$ cat src/rtl/busxl_pkg.sv
package busxl_pkg;

    localparam int ADDR_W = 16;
    localparam int DATA_W = 8;
    localparam int NUM_RGN = 4;

    // neutral bus carried between the front ends and the back end
    typedef struct packed {
        logic              rd;
        logic              wr;
        logic [ADDR_W-1:0] addr;
        logic [DATA_W-1:0] wdata;
    } xbus_t;

    typedef enum logic {
        CPU_LINE  = 1'b0,
        CPU_STRB  = 1'b1
    } cpu_t;

    function automatic logic win_hit(
        input logic [ADDR_W-1:0] a,
        input logic [ADDR_W-1:0] base,
        input logic [ADDR_W-1:0] mask
    );
        return (a & mask) == base;
    endfunction

    // a strobe pair is usable only when exactly one of them is active
    function automatic logic [1:0] strobe_pair(input logic rd_req, input logic wr_req);
        return {rd_req & ~wr_req, wr_req & ~rd_req};
    endfunction

endpackage

$ cat src/rtl/busxl_front_line.sv
module busxl_front_line
    import busxl_pkg::*;
(
    input  logic [ADDR_W-1:0] addr,
    input  logic [DATA_W-1:0] wdata,
    input  logic              rw,
    input  logic              phi2,
    output logic              cyc_open,
    output xbus_t             nbus
);
    always_comb begin
        cyc_open   = phi2;
        nbus.addr  = addr;
        nbus.wdata = wdata;
        // write qualified by the clock phase so no write leaks outside it
        nbus.rd    = phi2 & rw;
        nbus.wr    = phi2 & ~rw;
    end
endmodule

$ cat src/rtl/busxl_front_strb.sv
module busxl_front_strb
    import busxl_pkg::*;
(
    input  logic [ADDR_W-1:0] addr,
    input  logic [DATA_W-1:0] wdata,
    input  logic              mreq_n,
    input  logic              rd_n,
    input  logic              wr_n,
    output logic              cyc_open,
    output xbus_t             nbus
);
    logic [1:0] pair;

    always_comb begin
        pair       = strobe_pair(~rd_n, ~wr_n);
        cyc_open   = ~mreq_n;
        nbus.addr  = addr;
        nbus.wdata = wdata;
        nbus.rd    = ~mreq_n & pair[1];
        nbus.wr    = ~mreq_n & pair[0];
    end
endmodule

$ cat src/rtl/busxl_dma_arb.sv
module busxl_dma_arb (
    input  logic clk,
    input  logic rst,
    input  logic req,
    input  logic cpu_cyc_open,
    output logic grant
);
    logic grant_q;

    always_ff @(posedge clk) begin
        if (rst)
            grant_q <= 1'b0;
        else if (!req)
            grant_q <= 1'b0;
        else if (!cpu_cyc_open)
            grant_q <= 1'b1;
    end

    assign grant = grant_q;

    // a new grant only follows a request seen at a cycle boundary
    assert_grant_at_boundary_R7: assert property (@(posedge clk) disable iff (rst)
        $rose(grant) |-> ($past(req) && !$past(cpu_cyc_open)));

    // a dropped request releases the bus at the next edge
    assert_grant_release_R7: assert property (@(posedge clk) disable iff (rst)
        !req |=> !grant);
endmodule

$ cat src/rtl/busxl_decode.sv
module busxl_decode
    import busxl_pkg::*;
#(
    parameter int                          NWIN     = NUM_RGN - 1,
    parameter logic [NWIN*ADDR_W-1:0]      WIN_BASE = {16'hFC00, 16'hF800, 16'hF000},
    parameter logic [NWIN*ADDR_W-1:0]      WIN_MASK = {16'hFC00, 16'hFC00, 16'hF800}
) (
    input  logic [ADDR_W-1:0] addr,
    input  logic              active,
    output logic [NWIN:0]     cs_n
);
    logic [NWIN-1:0] hit;

    for (genvar i = 0; i < NWIN; i++) begin : g_win
        assign hit[i] = win_hit(addr,
                                WIN_BASE[i*ADDR_W +: ADDR_W],
                                WIN_MASK[i*ADDR_W +: ADDR_W]);
    end

    // lowest select is the default region: anything no window claims
    assign cs_n = ~({hit, ~|hit} & {(NWIN+1){active}});

    // at most one region selected, and only during an access
    always_comb begin
        assert_single_select_R5: assert ($countones(~cs_n) <= 1);
        if (!active) assert_idle_no_select_R5: assert (&cs_n);
    end
endmodule

$ cat src/rtl/busxl_ctl.sv
module busxl_ctl
    import busxl_pkg::*;
(
    input  logic              clk,
    input  logic              rst,
    input  logic              cpu_sel,
    input  logic [15:0]       a_addr,
    input  logic [7:0]        a_wdata,
    input  logic              a_rw,
    input  logic              a_phi2,
    output logic              a_rdy,
    input  logic [15:0]       b_addr,
    input  logic [7:0]        b_wdata,
    input  logic              b_mreq_n,
    input  logic              b_rd_n,
    input  logic              b_wr_n,
    output logic              b_wait_n,
    input  logic              dma_req,
    input  logic [15:0]       dma_addr,
    input  logic [7:0]        dma_wdata,
    input  logic              dma_rd,
    input  logic              dma_wr,
    output logic              dma_grant,
    input  logic              mem_collide,
    output logic [15:0]       bus_addr,
    output logic [7:0]        bus_wdata,
    output logic              oe_n,
    output logic              we_n,
    output logic [3:0]        cs_n
);
    xbus_t line_bus, strb_bus, cpu_bus, dma_bus, out_bus;
    logic  line_open, strb_open, cpu_open;
    logic  hold;
    logic  [1:0] dma_pair;
    cpu_t  live;

    busxl_front_line u_line (
        .addr(a_addr), .wdata(a_wdata), .rw(a_rw), .phi2(a_phi2),
        .cyc_open(line_open), .nbus(line_bus)
    );

    busxl_front_strb u_strb (
        .addr(b_addr), .wdata(b_wdata), .mreq_n(b_mreq_n),
        .rd_n(b_rd_n), .wr_n(b_wr_n),
        .cyc_open(strb_open), .nbus(strb_bus)
    );

    always_comb begin
        live     = cpu_t'(cpu_sel);
        cpu_bus  = (live == CPU_STRB) ? strb_bus : line_bus;
        cpu_open = (live == CPU_STRB) ? strb_open : line_open;
    end

    busxl_dma_arb u_arb (
        .clk(clk), .rst(rst), .req(dma_req),
        .cpu_cyc_open(cpu_open), .grant(dma_grant)
    );

    always_comb begin
        dma_pair      = strobe_pair(dma_rd, dma_wr);
        dma_bus.addr  = dma_addr;
        dma_bus.wdata = dma_wdata;
        dma_bus.rd    = dma_pair[1];
        dma_bus.wr    = dma_pair[0];
        out_bus       = dma_grant ? dma_bus : cpu_bus;
    end

    assign bus_addr  = out_bus.addr;
    assign bus_wdata = out_bus.wdata;
    assign oe_n      = ~out_bus.rd;
    assign we_n      = ~out_bus.wr;

    busxl_decode u_dec (
        .addr(out_bus.addr),
        .active(out_bus.rd | out_bus.wr),
        .cs_n(cs_n)
    );

    assign hold     = dma_grant | mem_collide;
    assign a_rdy    = (live == CPU_LINE) & ~hold;
    assign b_wait_n = (live == CPU_STRB) & ~hold;

    // enables are mutually exclusive
    assert_strobe_excl_R4: assert property (@(posedge clk) disable iff (rst)
        !(!oe_n && !we_n));

    // a collision stalls both ready lines
    assert_collide_stall_R6: assert property (@(posedge clk) disable iff (rst)
        mem_collide |-> (!a_rdy && !b_wait_n));

    // at most one processor is ever released
    assert_one_live_R1: assert property (@(posedge clk) disable iff (rst)
        $onehot0({a_rdy, b_wait_n}));

    // an idle expansion port keeps the bus quiet while it owns it
    assert_dma_quiet_R8: assert property (@(posedge clk) disable iff (rst)
        (dma_grant && !dma_rd && !dma_wr) |-> (oe_n && we_n && &cs_n));

    // owner of the bus is never released to run
    assert_dma_stall_R8: assert property (@(posedge clk) disable iff (rst)
        dma_grant |-> (!a_rdy && !b_wait_n));
endmodule

$ cat config.mk
export PLATFORM = sky130hd
export DESIGN_NAME = busxl_ctl
export DESIGN_NICKNAME = d
export VERILOG_FILES = /design/src/rtl/busxl_pkg.sv /design/src/rtl/busxl_front_line.sv /design/src/rtl/busxl_front_strb.sv /design/src/rtl/busxl_dma_arb.sv /design/src/rtl/busxl_decode.sv /design/src/rtl/busxl_ctl.sv
export SDC_FILE = /design/constraint.sdc
export NUM_CORES = 1
export LEC_CHECK = 0
export ABC_CLOCK_PERIOD_IN_PS = 3000
export BUFFER_PORTS_ARGS = -buffer_cell sky130_fd_sc_hd__buf_2
export CORE_ASPECT_RATIO = 1.4
export CORE_MARGIN = 10
export CORE_UTILIZATION = 30
export DETAILED_ROUTE_END_ITERATION = 10
export PLACE_DENSITY_LB_ADDON = 0.25
export SLEW_MARGIN = 25
export SYNTH_ARGS = -nofsm -noshare
export SYNTH_HDL_FRONTEND = slang
export SYNTH_SLANG_ARGS = --single-unit
export TNS_END_PERCENT = 5
$ cat constraint.sdc
create_clock -name clk -period 3 [get_ports clk]
set_input_delay 0.15 -clock clk [delete_from_list [all_inputs] [get_ports clk]]
set_output_delay 0.15 -clock clk [all_outputs]
set_load 0.05 [all_outputs]
After elaboration in Yosys (flattened, before gate mapping)

Cells that the tools add are included.

Add/sub/neg operators: 0
Multipliers: 0
Div/mod/pow operators: 0
$lt $le $gt $ge: 0
Equal/unequal tests: 3
Shift-type cells: 0
Mux-type cells: 3
Bitwise gates (word level): 25
Reductions and logical operators: 3

Operator list:

| cell               | count |
|---|---|
| $mux 26            | 2 |
| $eq 6x6->1 const B | 2 |
| $not 1->1          | 11 |
| $and 1x1->1        | 10 |
| $eq 5x5->1 const B | 1 |
| $and 4x4->4        | 1 |
| $not 4->4          | 1 |
| $reduce_or 3->1    | 1 |
| $or 1x1->1         | 2 |
| $reduce_or 2->1    | 1 |
| $logic_not 1->1    | 1 |
| $mux 1             | 1 |

Flip-flop bits (word level): 1
Bits in latches: 0
Memory bits (writable): 0
Memory bits (read-only): 0
Input bits: 84
Memories kept: 0

Logic depth before layout (Yosys ltp)

Gate-level depths: netlist of run 1.

Word-level depth: 10
Gate-level depth with buffers: 5
Gate-level depth less buffers: 4

By module

Synthesis of run 1 repeated with hierarchy kept, for this count alone.

Cells, all modules: 153
Area total of the unflattened synthesis: 1074.8 µm²

By module, submodules not included:

| module           | times used | cells an instance | area each (µm²) | seq. area each (µm²) |
|---|---|---|---|---|
| busxl_ctl        | 1          | 91                | 585.6           | 0.0 |
| busxl_front_line | 1          | 27                | 203.9           | 0.0 |
| busxl_front_strb | 1          | 27                | 198.9           | 0.0 |
| busxl_dma_arb    | 1          | 3                 | 46.3            | 20.0 |
| busxl_decode     | 1          | 5                 | 40.0            | 0.0 |

Least setup slack after synthesis of run 1

Ideal clock, no wire load.

Path kind: reg-to-output
Start point: register u_arb.grant_q, in the netlist u_arb.grant
End point: output port cs_n[3]
Data arrival time: 2.408 ns
Data required time: 2.850 ns
Setup slack: 0.442 ns
Stages on the path, launching flop included: 5
Path buffers: 2
Cells stage by stage: dfxtp_1 buf_2 buf_4 o21ai_1 nand4_1

Cells in the longest elaborated chain, start to end: 4
Elaborated cells on any way between the ends: 5
Those cells by class: eq/ne (1); mux (1); bitwise (3)

Ends and longest elaborated chain:

| item                     | line                | text |
|---|---|---|
| start: declaration       | busxl_dma_arb.sv:8  | `logic grant_q;` |
| start signal: assignment | busxl_dma_arb.sv:12 | `grant_q <= 1'b0;` |
| start signal: assignment | busxl_dma_arb.sv:14 | `grant_q <= 1'b0;` |
| start signal: assignment | busxl_dma_arb.sv:16 | `grant_q <= 1'b1;` |
| $mux 26                  | busxl_ctl.sv:65     | `out_bus = dma_grant ? dma_bus : cpu_bus;` |
| net bus_addr[10]         | busxl_ctl.sv:25     | `output logic [15:0] bus_addr,` |
| $eq 6x6->1               | busxl_pkg.sv:25     | `return (a & mask) == base;` |
| $and 4x4->4              | busxl_decode.sv:21  | `assign cs_n = ~({hit, ~\|hit} & {(NWIN+1){active}});` |
| $not 4->4                | busxl_decode.sv:21  |  |
| end: declaration         | busxl_ctl.sv:29     | `output logic [3:0] cs_n` |

The timed path passes the listed nets, and every way through them passes these cells.

Worst setup path in the final report of run 1

Start point: input port cpu_sel
End point: output port cs_n[0]

Cells in the longest elaborated chain, start to end: 7
Elaborated cells on any way between the ends: 10
Those cells by class: eq/ne (3); mux (2); bitwise (3); reduce/logical (2)

Ends and longest elaborated chain:

| item                                            | line               | text |
|---|---|---|
| start: declaration                              | busxl_ctl.sv:6     | `input logic cpu_sel,` |
| $mux 26 (*)                                     | busxl_ctl.sv:50    | `cpu_bus = (live == CPU_STRB) ? strb_bus : line_bus;` |
| $mux 26 (*)                                     | busxl_ctl.sv:65    |  |
| $eq 6x6->1 / $eq 5x5->1 (equally long branches) | busxl_pkg.sv:25    |  |
| $reduce_or 3->1                                 | busxl_decode.sv:21 |  |
| $logic_not 1->1                                 | busxl_decode.sv:21 |  |
| $and 4x4->4 (*)                                 | busxl_decode.sv:21 |  |
| $not 4->4 (*)                                   | busxl_decode.sv:21 |  |

Mark *: on every way between the ends. The rest lies on a longest branch, timed or not.

==> out/metrics.cfg, run 1 <==
[synthesis]
yosysSeqAreaShare_pct=2.78
synth_largest_area_cell=mux2i_1
synth_top_cells_by_count=nand2_1, mux2i_1, o21ai_0
synth-edff-count=0
yosysMostFrequentCell=nand2_1
synthArstFlopShare_pct=0
postSynthCellCount=110
synthDistinctLibCells=25
synth_area_um2=719
ys_warn_count=0
netlist.area_leader.share_pct=33.4
yosys-top-cells-area=mux2i_1, o21ai_0, nand2_1
syn_nets=194
ys_ff_latch=1
ys.flop_type=dfxtp_1
avgSynthCellArea_um2=6.54

[route]
num_vias=1161
drt_iter0_markers=22
drc=0
postRouteWirelength_mm=3.54
routedWlPerCell_um=14.7
via_per_inst=4.84
wl_met2_mm=1.78
wl_met3_um=478
met1_length_mm=1.25
firstDrtPassIters=2
top_layer=met4
detail-route-antenna-nets=0

[finish]
nets=304
diodes=0
area_delta_synth_final_pct=76.2
drive_above_1_share_pct=55.0
largest_reg_flops=1

[critical_path]
worstReg2RegStart=u_arb.grant
path_max_fanout=34
crit_path_end_kind=output pin
reg2reg_to=u_arb.grant
worstPathRequired_ns=2.85
critPathArrivalTime_ns=1.75
crit_type=input port to output pin
start_kind=input port
reg2reg_slack_ns=2.03
rr_worst_depth=2

[sta]
max_freq_ghz=0.526
timing.hold.ws_ns=0.314
clock_skew_ns=0
final.period_utilization_pct=63.4
setup_slack_ns=1.10
drv_slew=0
tightest_slew_ns=0.814
relSlewSlack_pct=45.7
setup_viol_count_final=0
finalHoldViolCount=0
min_period_ns=1.90
rsz0062_at_grt=false
setup-tns-final_ns=0

[cts]
post-cts-setup-buffers=0
cts_resized=0
cts_hold_buf=0
path_clk_slew_ns=0
clk_latency_ns=0

[worst_hold_path]
min_path_type=input port to flip-flop
min-delay-start=rst
min_delay_path_depth=2
hold_path_end=u_arb.grant

[floorplan]
start_util_pct=32.3
fp.dieH_um=77.9
io_pins=117
core_area_um2=2230
die_x_um=61.4
fp-row-count=20
die-area_um2=4780

[place]
gp_congestion=0.756
dp_slack_ns=1.08
io_buffers=116
hpwl_mm=3.20

[global_routing]
grt_max_degree=35
grt_pass1_wl_mm=5.28
antenna_found_initial=0
grt_pass1_vias=1175
overflow=0
grt_usage_pct=13.2

[pwr]
p_leak_nw=0.718
p_total_mw=0.338
p_per_area_nw_per_um2=266
ir_worst_vdd_v=0.000161

[run]
drv_cap=0

[run_status]
status=finished clean

-- power by group --
part | internal, mW | switching, mW
Clock | 0 | 0
Combinational | 0.0996 | 0.221
Sequential | 0.0143 | 0.00273
Total | 0.114 | 0.224
-- critical path, stage by stage --
cell and delay [ns]:
buf_2 0.62, mux2i_1 0.16, o21ai_1 0.19, and4_4 0.26, nand2b_1 0.10, buf_2 0.26
-- layer usage --
layer	GRT usage, %	vias to the layer above
li1	-	612
met2	25.4	65
met4	0.897	0
met5	0	-
met1	13.2	482
met3	5.05	2
-- metrics by stage --
| stage | cell area, um^2 | std cells | utilization (%) |
|---|---|---|---|
| after floorplan | 719 | 110 | - |
| after global placement | 1270 | 240 | 56.9 |
| after detailed placement | 1270 | 240 | 56.9 |
| after global routing | 1270 | 240 | 56.9 |
| after CTS | 1270 | 240 | 56.9 |
| final | 1270 | 240 | 56.9 |
-- cells by family (layout without fill, tap and decap cells) --
logic type / after synthesis / count (layout) / synth area share [%]
xor gates and xnor gates: 1 / 1 / 1.22
DFF: 1 / 1 / 2.78
muxes: 24 / 24 / 33.4
AOI/OAI and AO/OA: 31 / 31 / 23.8
buffers and inverters: 11 / 119 / 11.0
and+or+nand+nor: 42 / 42 / 27.8
-- worst max-delay path by stage --
stage          slack, ns  endpoint  depth (start not counted)        start
2_1_floorplan       0.44   cs_n[3]                          4  u_arb.grant
3_3_place_gp        1.11   cs_n[0]                          6      cpu_sel
3_5_place_dp        1.08   cs_n[0]                          6      cpu_sel
4_1_cts             1.08   cs_n[0]                          6      cpu_sel
5_1_grt             0.93   cs_n[2]                          5  u_arb.grant
6_report            1.10   cs_n[0]                          6      cpu_sel
-- area by class of cell --
class | count | area [um^2]
fill | 254 | 960
multi-input combinational | 98 | 621
tap | 22 | 27.5
inverter | 1 | 3.75
timing repair buffer | 118 | 596
sequential | 1 | 20.0
-- layout by cell type (no fill, tap or decap), types with 2 or more instances in the layout --
cell type  count
nand4b_1       2
nor2_1         3
buf_2        116
mux2i_1       24
nor3b_1        2
nand2b_1       3
o21ai_1        5
nand2_1       27
o21ai_0       21
buf_4          2
(Power assumes the default switching activity.)
==> run 2, diff against run 1 <==
ABC_AREA = 1   (was not set)
ABC_CLOCK_PERIOD_IN_PS = 1700   (was 3000)
CORE_UTILIZATION = 26   (was 30)
clock period = 1.7 ns   (was 3 ns; I/O delays follow)
==> run 2 against run 1 <==
Against the previous run:
- critical path depth did not move
- die area grew 15%
- area after synthesis is 5.7% higher
- routed wire length increased by 14%
- largest power group unchanged
==> out/metrics.cfg, run 2 <==
[run_status]
status=finished clean

[sta]
setup_slack_ns=0.301
setup_viol_count_final=0
rsz0062_at_grt=false
tightest_slew_ns=0.326
relSlewSlack_pct=78.2
setup-tns-final_ns=0
final.period_utilization_pct=82.3
drv_slew=0
max_freq_ghz=0.715
finalHoldViolCount=0
clock_skew_ns=0
min_period_ns=1.40

[synthesis]
synth_area_um2=761
postSynthCellCount=156
synth-edff-count=0
syn_nets=240
synth_largest_area_cell=nand2_1
avgSynthCellArea_um2=4.88
ys_ff_latch=1
synth_top_family_by_area=simple AND/OR/NAND/NOR gates
synthArstFlopShare_pct=0
yosysMostFrequentCell=nand2_1
synth.area.mux_share_pct=0
ys.flop_type=dfxtp_1
yosysSeqAreaShare_pct=2.63
ys_warn_count=0
yosys-top-cells-area=nand2_1, a21oi_1, nor2_1
synthDistinctLibCells=21
synthSimpleGateAreaFrac_pct=53.1
netlist.area_leader.share_pct=24.2
synth_top_cells_by_count=nand2_1, a21oi_1, nor2_1
yosys.area_share.xor_xnor_pct=0
synth_compound_area_share_pct=27.5
synthAdderAreaFrac_pct=0

[route]
routedWlPerCell_um=13.4
num_vias=1366
via_per_inst=4.54
drc=0
detail-route-antenna-nets=0
drt_iter0_markers=53
firstDrtPassIters=4
postRouteWirelength_mm=4.03

[global_routing]
grt_pass1_vias=1513
grt_pass1_wl_mm=6.25
grt_usage_pct=13.0
grt_max_degree=31
antenna_found_initial=0
overflow=0

[cts]
cts_resized=0
cts_hold_buf=0
path_clk_slew_ns=0
clk_latency_ns=0
post-cts-setup-buffers=0

[critical_path]
critPathMaxStageDelay_ns=0.30
worstPathRequired_ns=1.62
critPathArrivalTime_ns=1.31
crit_type=flip-flop to output pin
path_cells=inv_2 -> nand3_1 -> o21ai_1 -> nor2_1 -> nand3_2 -> buf_2
start_kind=flip-flop
crit_slowest_cell=dfxtp_1
crit_path_end_kind=output pin
path_max_fanout=19

[floorplan]
fp.dieH_um=84
core_area_um2=2850
io_pins=117
die-area_um2=5520
fp-row-count=23
start_util_pct=26.7
die_x_um=65.7

[pwr]
p_total_mw=0.658
p_leak_nw=0.802
ir_worst_vdd_v=0.000253
p_per_area_nw_per_um2=490

[finish]
nets=350
area_delta_synth_final_pct=76.8
final_common_cell=buf_2
diodes=0
largest_reg_flops=1
finalInstanceArea_um2=1350
final_cell_mix=buf_2, nand2_1, a21oi_1
drive_above_1_share_pct=51.9

[place]
io_buffers=116
dp_slack_ns=0.287
hpwl_mm=3.43
place_area_um2=1350
gp_congestion=0.832

[run]
drv_cap=0

[worst_hold_path]
min_path_type=input port to flip-flop

-- run 2: changes by cell type after synthesis, moves of 7 or more --
| cell | change |
|---|---|
| a21oi_1 | +36 |
| mux2i_1 | -24 |
| nand2_1 | +22 |
| nand2_2 | +7 |
| nand3_1 | +8 |
| nor2_1 | +20 |
| o21ai_0 | -19 |
-- run 2: metrics by stage --
| step | cells | utilization (%) | hold slack (ns) |
|---|---|---|---|
| 3_5_place_dp | 301 | 47.2 | 0.247 |
| 2_1_floorplan | 156 | - | 0.157 |
| 3_3_place_gp | 301 | 47.2 | 0.246 |
| 5_1_grt | 301 | 47.2 | 0.256 |
| 4_1_cts | 301 | 47.2 | 0.247 |
| 6_report | 301 | 47.2 | 0.246 |
-- run 2: final timing paths --
kind                                     to  cells past startpoint  slack (ns)        start
worst max-delay path                cs_n[3]                      6        0.30  u_arb.grant
worst min-delay path            u_arb.grant                      2        0.25          rst
worst max register to register  u_arb.grant                      5        0.62  u_arb.grant
worst min register to register  u_arb.grant                      5        0.94  u_arb.grant
-- run 2: logic make-up (layout without fill, tap and decap cells) --
family | Yosys count | after routing
AO/OA/AOI/OAI | 41 | 41
buffers and inverters | 21 | 129
AND/OR/NAND/NOR | 93 | 93
flip-flops | 1 | 1
-- run 2: layer usage --
metal,track usage (%),share of wire (%),up-vias
met1,11.7,37,568
met3,6.99,14,0
met4,0,0,0
li1,-,-,719
met2,25.6,49,79
met5,0,0,-
-- run 2: report_power, final --
| group | switching (mW) | total [mW] | leakage (nW) | internal (mW) |
|---|---|---|---|---|
| logic | 0.449 | 0.632 | 0.794 | 0.183 |
| clock network | 0 | 0 | 0 | 0 |
| registers | 0.00104 | 0.0264 | 0.00825 | 0.0253 |
-- run 2: layout make-up --
type | count | area (um^2)
Timing Repair Buffer | 120 | 611
Tap cell | 37 | 46.3
Inverter | 9 | 36.3
Multi-Input combinational cell | 134 | 632
Fill cell | 321 | 1500
Sequential cell | 1 | 20.0
-- run 2: critical path: cells and delay by family (launching register included) --
kind | cells | cell delay [ns]
buffers and inverters | 2 | 0.52
DFF | 1 | 0.30
and+or+nand+nor | 3 | 0.30
AOI/OAI and AO/OA | 1 | 0.20
